[src/rtl/i2c_eeprom_slave.sv]
module i2c_eeprom_slave #(
  parameter int ADDR_W = 8
) (
  input  logic              clk,
  input  logic              rst_n,
  input  logic              sample_stb,
  input  logic              scl_in,
  input  logic              sda_in,
  input  logic              init_we,
  input  logic [ADDR_W-1:0] init_addr,
  input  logic [7:0]        init_data,
  output logic              sda_out,
  output logic              bus_err
);
  localparam int DEPTH  = 1 << ADDR_W;
  localparam int BYTE_W = 8;
  localparam int TICK_W = $clog2(2*BYTE_W + 2);
  localparam logic [TICK_W-1:0] T_FIRST   = TICK_W'(1);
  localparam logic [TICK_W-1:0] T_CMD_END = TICK_W'(BYTE_W + 1);
  localparam logic [TICK_W-1:0] T_LAST    = TICK_W'(2*BYTE_W);
  localparam logic [TICK_W-1:0] T_DONE    = TICK_W'(2*BYTE_W + 1);

  logic              prev_scl, prev_sda, ack_pend;
  logic [TICK_W-1:0] tick;
  logic [BYTE_W-1:0] cmd, data;
  logic [ADDR_W-1:0] waddr;
  logic [BYTE_W-1:0] mem [DEPTH];

  wire bus_cond = sample_stb & prev_scl & scl_in & (prev_sda != sda_in);
  wire idle     = (tick == '0) & ~ack_pend;
  wire rise     = sample_stb & ~prev_scl & scl_in;
  wire fall     = sample_stb & prev_scl & ~scl_in;
  wire bit_ok   = (prev_sda == sda_in);
  wire [ADDR_W-1:0] addr_next = {waddr[ADDR_W-2:0], sda_in};
  wire [ADDR_W-1:0] ld_addr   = cmd[0] ? waddr : addr_next;

  always_ff @(posedge clk) begin
    if (init_we && idle) mem[init_addr] <= init_data;
  end

  always_ff @(posedge clk) begin
    if (!rst_n) begin
      prev_scl <= 1'b1;
      prev_sda <= 1'b1;
      tick     <= '0;
      ack_pend <= 1'b0;
      cmd      <= '0;
      data     <= '0;
      waddr    <= '0;
      sda_out  <= 1'b1;
      bus_err  <= 1'b0;
    end else begin
      bus_err <= 1'b0;
      if (sample_stb) begin
        prev_scl <= scl_in;
        prev_sda <= sda_in;
      end
      if (bus_cond) begin
        tick     <= sda_in ? '0 : T_FIRST;
        ack_pend <= 1'b0;
        sda_out  <= 1'b1;
      end else if (!idle) begin
        if (rise) begin
          if (ack_pend) begin
            sda_out  <= 1'b0;
            ack_pend <= 1'b0;
          end else if (!bit_ok) begin
            bus_err <= 1'b1;
          end else if (tick < T_CMD_END) begin
            cmd  <= {cmd[BYTE_W-2:0], sda_in};
            tick <= tick + 1'b1;
            if (tick == T_CMD_END - 1'b1) ack_pend <= 1'b1;
          end else if (tick < T_DONE) begin
            if (cmd[0]) begin
              sda_out <= data[BYTE_W-1];
              data    <= {data[BYTE_W-2:0], 1'b0};
            end else begin
              waddr <= addr_next;
            end
            tick <= tick + 1'b1;
            if (tick == T_LAST) begin
              data     <= mem[ld_addr];
              ack_pend <= 1'b1;
            end
          end
        end else if (fall) begin
          sda_out <= 1'b1;
        end
      end
    end
  end

  AST_STOP_TO_IDLE: assert property (@(posedge clk) disable iff (!rst_n)
    (bus_cond && sda_in) |=> (idle && sda_out));
  AST_IDLE_QUIET: assert property (@(posedge clk) disable iff (!rst_n)
    (idle && !bus_cond) |=> (idle && sda_out));
  AST_ACK_LOW: assert property (@(posedge clk) disable iff (!rst_n)
    (rise && ack_pend) |=> (!sda_out && !ack_pend));
  AST_FALL_RELEASE: assert property (@(posedge clk) disable iff (!rst_n)
    (fall && !idle) |=> sda_out);
  AST_ERR_CAUSE: assert property (@(posedge clk) disable iff (!rst_n)
    bus_err |-> $past(rise && !bit_ok && !idle && !ack_pend));
  AST_TICK_LIMIT: assert property (@(posedge clk) disable iff (!rst_n)
    (tick <= T_DONE));
endmodule

[config.mk]
export PLATFORM = sky130hd
export DESIGN_NAME = i2c_eeprom_slave
export DESIGN_NICKNAME = d
export VERILOG_FILES = /design/src/rtl/i2c_eeprom_slave.sv
export SDC_FILE = /design/constraint.sdc
export NUM_CORES = 2
export LEC_CHECK = 0
export BUFFER_PORTS_ARGS = -buffer_cell sky130_fd_sc_hd__buf_2
export CORE_MARGIN = 4
export CORE_UTILIZATION = 50
export CTS_BUF_LIST = sky130_fd_sc_hd__clkbuf_4
export DETAILED_ROUTE_END_ITERATION = 10
export HOLD_SLACK_MARGIN = 0.15
export MAX_ROUTING_LAYER = met4
export PLACE_DENSITY_LB_ADDON = 0.12
export SYNTH_ARGS = -nofsm -noshare
export SYNTH_HDL_FRONTEND = slang
export SYNTH_SLANG_ARGS = --single-unit
[constraint.sdc]
create_clock -name clk -period 4 [get_ports clk]
set_input_delay 0 -clock clk [delete_from_list [all_inputs] [get_ports clk]]
set_output_delay 0 -clock clk [all_outputs]
set_load 0.05 [all_outputs]
-- Word-level counts from Yosys, hierarchy flattened
Memories as Yosys holds them, arrays and structs flattened.
Index checks and enable logic that the tools add are counted.
- $add $sub $neg: 1
- bitwise logic cells: 15
- equal/unequal tests: 10
- order comparisons: 2
- multiplexer cells: 27
- reductions and logical operators: 15
- operator list (cell ; count):
    two-way mux 5 bit ; 7
    two-way mux 8 bit ; 3
    two-way mux 1 bit ; 17
    AND reduction 6 bit ; 2
    inverter 1 bit ; 8
    AND reduction 8 bit ; 1
    nonzero test 2 bit ; 4
    bitwise AND 1 bit ; 7
    AND reduction 7 bit ; 1
    != test 3 x 2 -> 1 bit (second input constant) ; 2
    != test 3 bit (second input constant) ; 2
    adder 5 x 1 -> 5 bit (second input constant) ; 1
    == test 5 x 4 -> 1 bit (second input constant) ; 1
    == test 5 bit (second input constant) ; 1
    logical NOT 5 bit ; 1
    less-than comparator 5 x 4 -> 1 bit (second input constant) ; 1
    less-than comparator 5 bit (second input constant) ; 1
    AND reduction 5 bit ; 1
    OR reduction 5 bit ; 1
    nonzero test 3 bit ; 1
    != test 2 x 1 -> 1 bit (second input constant) ; 1
    != test 2 bit (second input constant) ; 1
    AND reduction 2 bit ; 1
    OR reduction 2 bit ; 1
    3 further kinds ; 3
- bits of input ports: 22
- register bits: 27
- bits in writable memories: 2048
- memories: 1
- memories (name ; words ; width ; read ports ; clocked after Yosys merged registers in ; wr ports ; line ; source):
    mem ; 256 ; 8 ; 1 ; 0 ; 1 ; 27 ; logic [BYTE_W-1:0] mem [DEPTH];

-- Longest topological paths before layout
- word-level depth: 8
- mapped depth: 14
- depth with buffers taken out: 10

-- Worst setup path after synthesis
No wires, ideal clock.
- path type: register to register
- from: register tick[0]
- to: memory mem[180][0] (enable)
- period minus slack after synthesis: 2.878 ns
- setup slack: 1.122 ns
- cell stages (with the launch flop): 10
- arrival: 2.508 ns
- path buffers: 1
- cell sequence: dfxtp_1 > inv_1 > ha_1 > nor3b_1 > nor3b_1 > nand2_1 > nor3b_1 > nand3_1 > clkbuf_1 > nor2_1
- word-level cells in the longest chain between the ends: 5
- RTL lines (item ; line ; source):
    from (decl) ; 24 ; logic [TICK_W-1:0] tick;
    from (signal assigned) ; 59 ; tick <= sda_in ? '0 : T_FIRST;
    from (signal assigned) ; 71 ; tick <= tick + 1'b1;
    from (signal assigned) ; 80 ; tick <= tick + 1'b1;
    logical NOT 5 bit ; 30 ; wire idle = (tick == '0) & ~ack_pend;
    bitwise AND 1 bit ; 30 ;
    logical AND 1 bit ; 38 ; if (init_we && idle) mem[init_addr] <= init_data;
    two-way mux 1 bit ; 38 ;
    two-way mux 1 bit (implied by the code) ; 38 ;
    to (decl) ; 27 ;
No other way between the ends.

-- Worst setup path in the final report
- from: register cmd[0]
- to: register data[0]
- word-level cells in the longest chain between the ends: 3
- RTL lines (item ; line ; source):
    from (decl) ; 25 ; logic [BYTE_W-1:0] cmd, data;
    from (signal assigned) ; 70 ; cmd <= {cmd[BYTE_W-2:0], sda_in};
    two-way mux 8 bit ; -- ;
    memory (256 x 8 bit) ; -- ;
    two-way mux 8 bit ; 81 ; if (tick == T_LAST) begin
    to (signal assigned) ; 76 ; data <= {data[BYTE_W-2:0], 1'b0};
    to (signal assigned) ; 82 ; data <= mem[ld_addr];
    to (decl) ; 25 ;
Several ways; a longest one is shown, not always the timed one.
A chain may end at the register's enable or synchronous reset.

==> results.md <==
Setup path:
- The signal on the critical path passes through buf_4, nor2b_2, buf_4, a22oi_1, nand2_1, o21ai_0, nor4_1, o311ai_0, o211ai_1, o31ai_1.
- The maximum fanout count along the critical path is 25.
- The critical path buffer and inverter count is 2.
- The critical path's slowest cell is sky130_fd_sc_hd__nor4_1.
- The launching element type of the critical path is a register.
- The worst setup path category is register to register.
- The largest single stage delay on the critical path is 680 ps.
- Among cell families on the critical path, the largest total delay comes from compound AO/OA/AOI/OAI gates.
- The startpoint identified for the worst register-to-register timing path is cmd[0]$_SDFFE_PN0P_.
- The worst setup path is captured at a register.
- The worst reg-to-reg setup slack is 80 ps.
- STA puts the critical path data required time at 5240 ps.
- The most repeated library cell on the critical path is sky130_fd_sc_hd__buf_4.
- The arrival time at the worst endpoint is 5160 ps.
- The length in cells of the worst reg-to-reg path is 10.
- The endpoint identified for the worst register-to-register timing path is data[0]$_SDFFE_PN0P_.

Final layout:
- The finished layout holds 9264 standard cells, fillers aside.
- Of the cells placed in the final design, the portion with a size suffix greater than 1 is 34.4%.
- The number of nets in the layout is 6448.
- The final standard cell area without fillers is 0.108 mm^2.
- The final cell utilization of the core is 58.7%.
- Relative to the synthesized area, the layout overhead comes to 16.2%.

Place:
- Including well taps, the total number of placed cells is 8258.
- The congestion estimate from routability-driven global placement came to 0.938.
- The number of input and output port buffers inserted is 23.
- The HPWL after detailed placement is 187 mm.
- The placed instances occupy a cell area of 0.100 mm^2.

Die:
- The number of placement rows is 157.
- The I/O pin count is 24.
- The region available for standard cell placement spans 0.184 mm^2.
- The area of the die is 0.193 mm^2.
- Measured along the x axis, the die boundary spans 439 um.
- From bottom edge to top edge, the die measures 439 um.
- The initial utilization of the core area, before any placement, comes to 50.5%.

Clock network:
- The clock sink total is 2075.
- Clock-pin slew was measured on the worst setup and hold paths at 70 ps.
- Counting along the longest clock path gives a buffer depth of 4.
- CTS placed an instance of sky130_fd_sc_hd__clkbuf_4 at the clock tree root.
- The clock buffer count from CTS is 563.
- The H-tree was split into 6 levels.
- At the later pin of the worst-skew pair, clock insertion delay measures 1390 ps.
- The CTS tree is built.

Synthesis:
- The total of flip-flops plus latches after synthesis is 2075.
- The count of flip-flops with a built-in enable after synthesis is 2048.
- Synthesis produced 5454 cells.
- The Yosys warning count is 0.
- The share of the synthesized area in the top cell type is 66.2%.
- In the post-synthesis netlist, the biggest area contributors are sky130_fd_sc_hd__edfxtp_1 (66%), sky130_fd_sc_hd__mux4_2 (14%), sky130_fd_sc_hd__mux2i_1 (3.9%).
- Summed over all instances, the cell type with the most area after synthesis is sky130_fd_sc_hd__edfxtp_1.
- The post-synthesis async set-or-reset flop share is 0%.
- The total standard cell area after synthesis is 0.0929 mm^2.
- Sequential elements use 66.8% of the synthesized area.
- In the post-synthesis netlist, the cell with the most instances is sky130_fd_sc_hd__edfxtp_1.
- The synthesized area per cell is 17.0 um^2.
- In the synthesized netlist, the cells that appear most often are sky130_fd_sc_hd__edfxtp_1 (2048), sky130_fd_sc_hd__mux4_2 (581), sky130_fd_sc_hd__nand2_1 (502), sky130_fd_sc_hd__mux2i_1 (364), sky130_fd_sc_hd__nor2_1 (331).
- The number of nets produced by synthesis is 5478.
- The primary flip-flop cell chosen by synthesis mapping is sky130_fd_sc_hd__edfxtp_1.
- The post-synthesis cell type count is 88.

Routing:
- The detail route stage leaves a number of antenna-violating nets equal to 0.
- The vias after detailed routing is 59600.
- The remaining routing DRC violations is 0.
- The iteration count of the initial detailed-routing pass is 6.
- Dividing the detail-routed via count by the number of cells gives 6.44.
- In this run, the number of DRC markers left after iteration 0 of detailed routing was 7765.
- The routed design has 298 mm of wire.
- The average wire per cell in the routed design is 32.1 um.

Timing:
- The worst hold slack after final layout is 287 ps.
- The portion of the clock cycle consumed by the worst path in the final layout is 98.0%.
- At the pin with the least slew margin, the transition time is 1260 ps.
- On the final layout, the worst clock skew is 83.9 ps.
- The clock period could shrink to 3920 ps.
- The final max-slew violation count is 0.
- The max-slew headroom at the worst pin is 15.9%.
- Setup violations remaining at the end of the flow were counted as 0.
- The count of final hold-check violations is 0.
- Timing would allow up to 255 MHz.

Min path:
- In this run the worst hold path is classified as primary input to register.
- The number of instances on the worst hold path is 7.
- The capture endpoint of the worst hold path is mem[181][7]$_DFFE_PP_.
- The startpoint identified for the worst hold timing path is init_addr[0].

Global routing:
- The number of antenna violations at the first check in global routing was 7.
- Across every metal layer, demand over resource in global routing totals 31.8%.
- The wire length of the first global-routing pass is 425 mm.
- The total overflow left after global routing is 0.
- The maximum number of pins on one net before global-route repair is 148.
- The via count of the first global-routing pass is 59500.

Power and ir drop:
- For this design the static power due to leakage is 35.3 nW.
- The ratio of total power to cell area is 409 mW/mm^2.
- The worst IR drop on VDD is 0.268 mV.

Run status:
- The flow ran to the end, and the final reports show no timing, DRC or antenna violations.

Flow run:
- The number of violations of the max-capacitance limit is 0.
[report_power, final]
part	internal (mW)	leakage, nW	switching (mW)
clock	10.1	4.12	8.78
sequential	23.9	18.6	0.0127
combinational	0.446	12.6	0.963
[registers in the layout, indices dropped and copies added, names as in the netlist]
name,flops
tick,5
cmd,1
data,8
mem,2048
ack_pend,1
waddr,8
bus_err,1
prev_scl,1
sda_out,1
prev_sda,1
[metrics by stage]
| stage | TNS [ps] | power [mW] | worst slack, ps |
|---|---|---|---|
| floorplan | 0 | 25.0 | 1120 |
| global placement | -158 | 25.7 | -158 |
| detailed placement | -190 | 25.7 | -190 |
| CTS | 0 | 44.5 | 9.46 |
| global route | -3.85 | 45.9 | -3.85 |
| finish | 0 | 44.2 | 79.7 |
[worst reg2reg max path: stages, from the launching register on]
cell	delay [ps]
sky130_fd_sc_hd__dfxtp_4	640
sky130_fd_sc_hd__buf_4	410
sky130_fd_sc_hd__nor2b_2	370
sky130_fd_sc_hd__buf_4	250
sky130_fd_sc_hd__a22oi_1	120
sky130_fd_sc_hd__nand2_1	130
sky130_fd_sc_hd__o21ai_0	170
sky130_fd_sc_hd__nor4_1	680
sky130_fd_sc_hd__o311ai_0	370
sky130_fd_sc_hd__o211ai_1	490
sky130_fd_sc_hd__o31ai_1	150
[cells by family (layout without fill, tap and decap cells)]
group / Yosys count / after routing / share of synthesized area (%)
DFF: 2075 / 2075 / 66.8
and+or+nand+nor: 1171 / 1171 / 5.45
muxes: 1052 / 1052 / 19.5
AOI/OAI and AO/OA: 717 / 717 / 5.32
buffers and inverters: 432 / 1766 / 2.86
xor gates and xnor gates: 5 / 5 / 0.0472
adders and majority gates: 2 / 2 / 0.0269
other: 0 / 12 / 0
[cell type report]
class	count	area, um^2
inverter	23	86.3
clock inverter	131	907
tap	2464	3080
antenna	12	30.0
clock buffer	798	5990
fill	14300	75900
multi-input combinational	2947	28400
sequential	2075	62100
timing repair buffer	814	7330
[cells in the final DEF, fill, tap and decap left out, types with 73 or more instances in the layout]
master | synthesis | final
sky130_fd_sc_hd__edfxtp_1 | 2048 | 2048
sky130_fd_sc_hd__nand2_1 | 502 | 492
sky130_fd_sc_hd__mux2_2 | 93 | 90
sky130_fd_sc_hd__clkbuf_4 | 0 | 798
sky130_fd_sc_hd__mux4_2 | 581 | 581
sky130_fd_sc_hd__o22ai_1 | 144 | 144
sky130_fd_sc_hd__buf_12 | 2 | 73
sky130_fd_sc_hd__mux2i_1 | 364 | 361
sky130_fd_sc_hd__nor2_1 | 331 | 323
sky130_fd_sc_hd__nand3_1 | 149 | 143
sky130_fd_sc_hd__buf_4 | 105 | 654
sky130_fd_sc_hd__clkinv_1 | 0 | 91
sky130_fd_sc_hd__a21oi_1 | 127 | 127
[worst max-delay path by stage]
stage / startpoint / to / slack [ps] / cells past startpoint
floorplan: tick[0]$_SDFFE_PN0P_ / mem[180][0]$_DFFE_PP_ / 1120 / 9
global placement: cmd[0]$_SDFFE_PN0P_ / data[0]$_SDFFE_PN0P_ / -160 / 13
detailed placement: cmd[0]$_SDFFE_PN0P_ / data[0]$_SDFFE_PN0P_ / -190 / 13
CTS: tick[0]$_SDFFE_PN0P_ / mem[57][2]$_DFFE_PP_ / 9 / 15
global route: tick[0]$_SDFFE_PN0P_ / mem[54][1]$_DFFE_PP_ / -4 / 15
finish: cmd[0]$_SDFFE_PN0P_ / data[0]$_SDFFE_PN0P_ / 80 / 10
[what timing repair did]
item,in CTS,in global routing
gates resized for setup,1,5
endpoints found under the hold margin,4123,0
endpoints found under the setup margin,1,11
setup buffers,0,1
hold buffers,65,0
[routing by layer]
layer	vias to the layer above	wire (um)	GRT usage, %	part of all wire (%)
met2	3643	137000	47.5	46
met5	-	0	-	0
li1	24600	-	-	-
met1	30700	115000	42.4	39
met3	681	31400	7.20	11
met4	0	14300	13.9	4.8
Note: power is estimated with default switching activity, not from simulation.
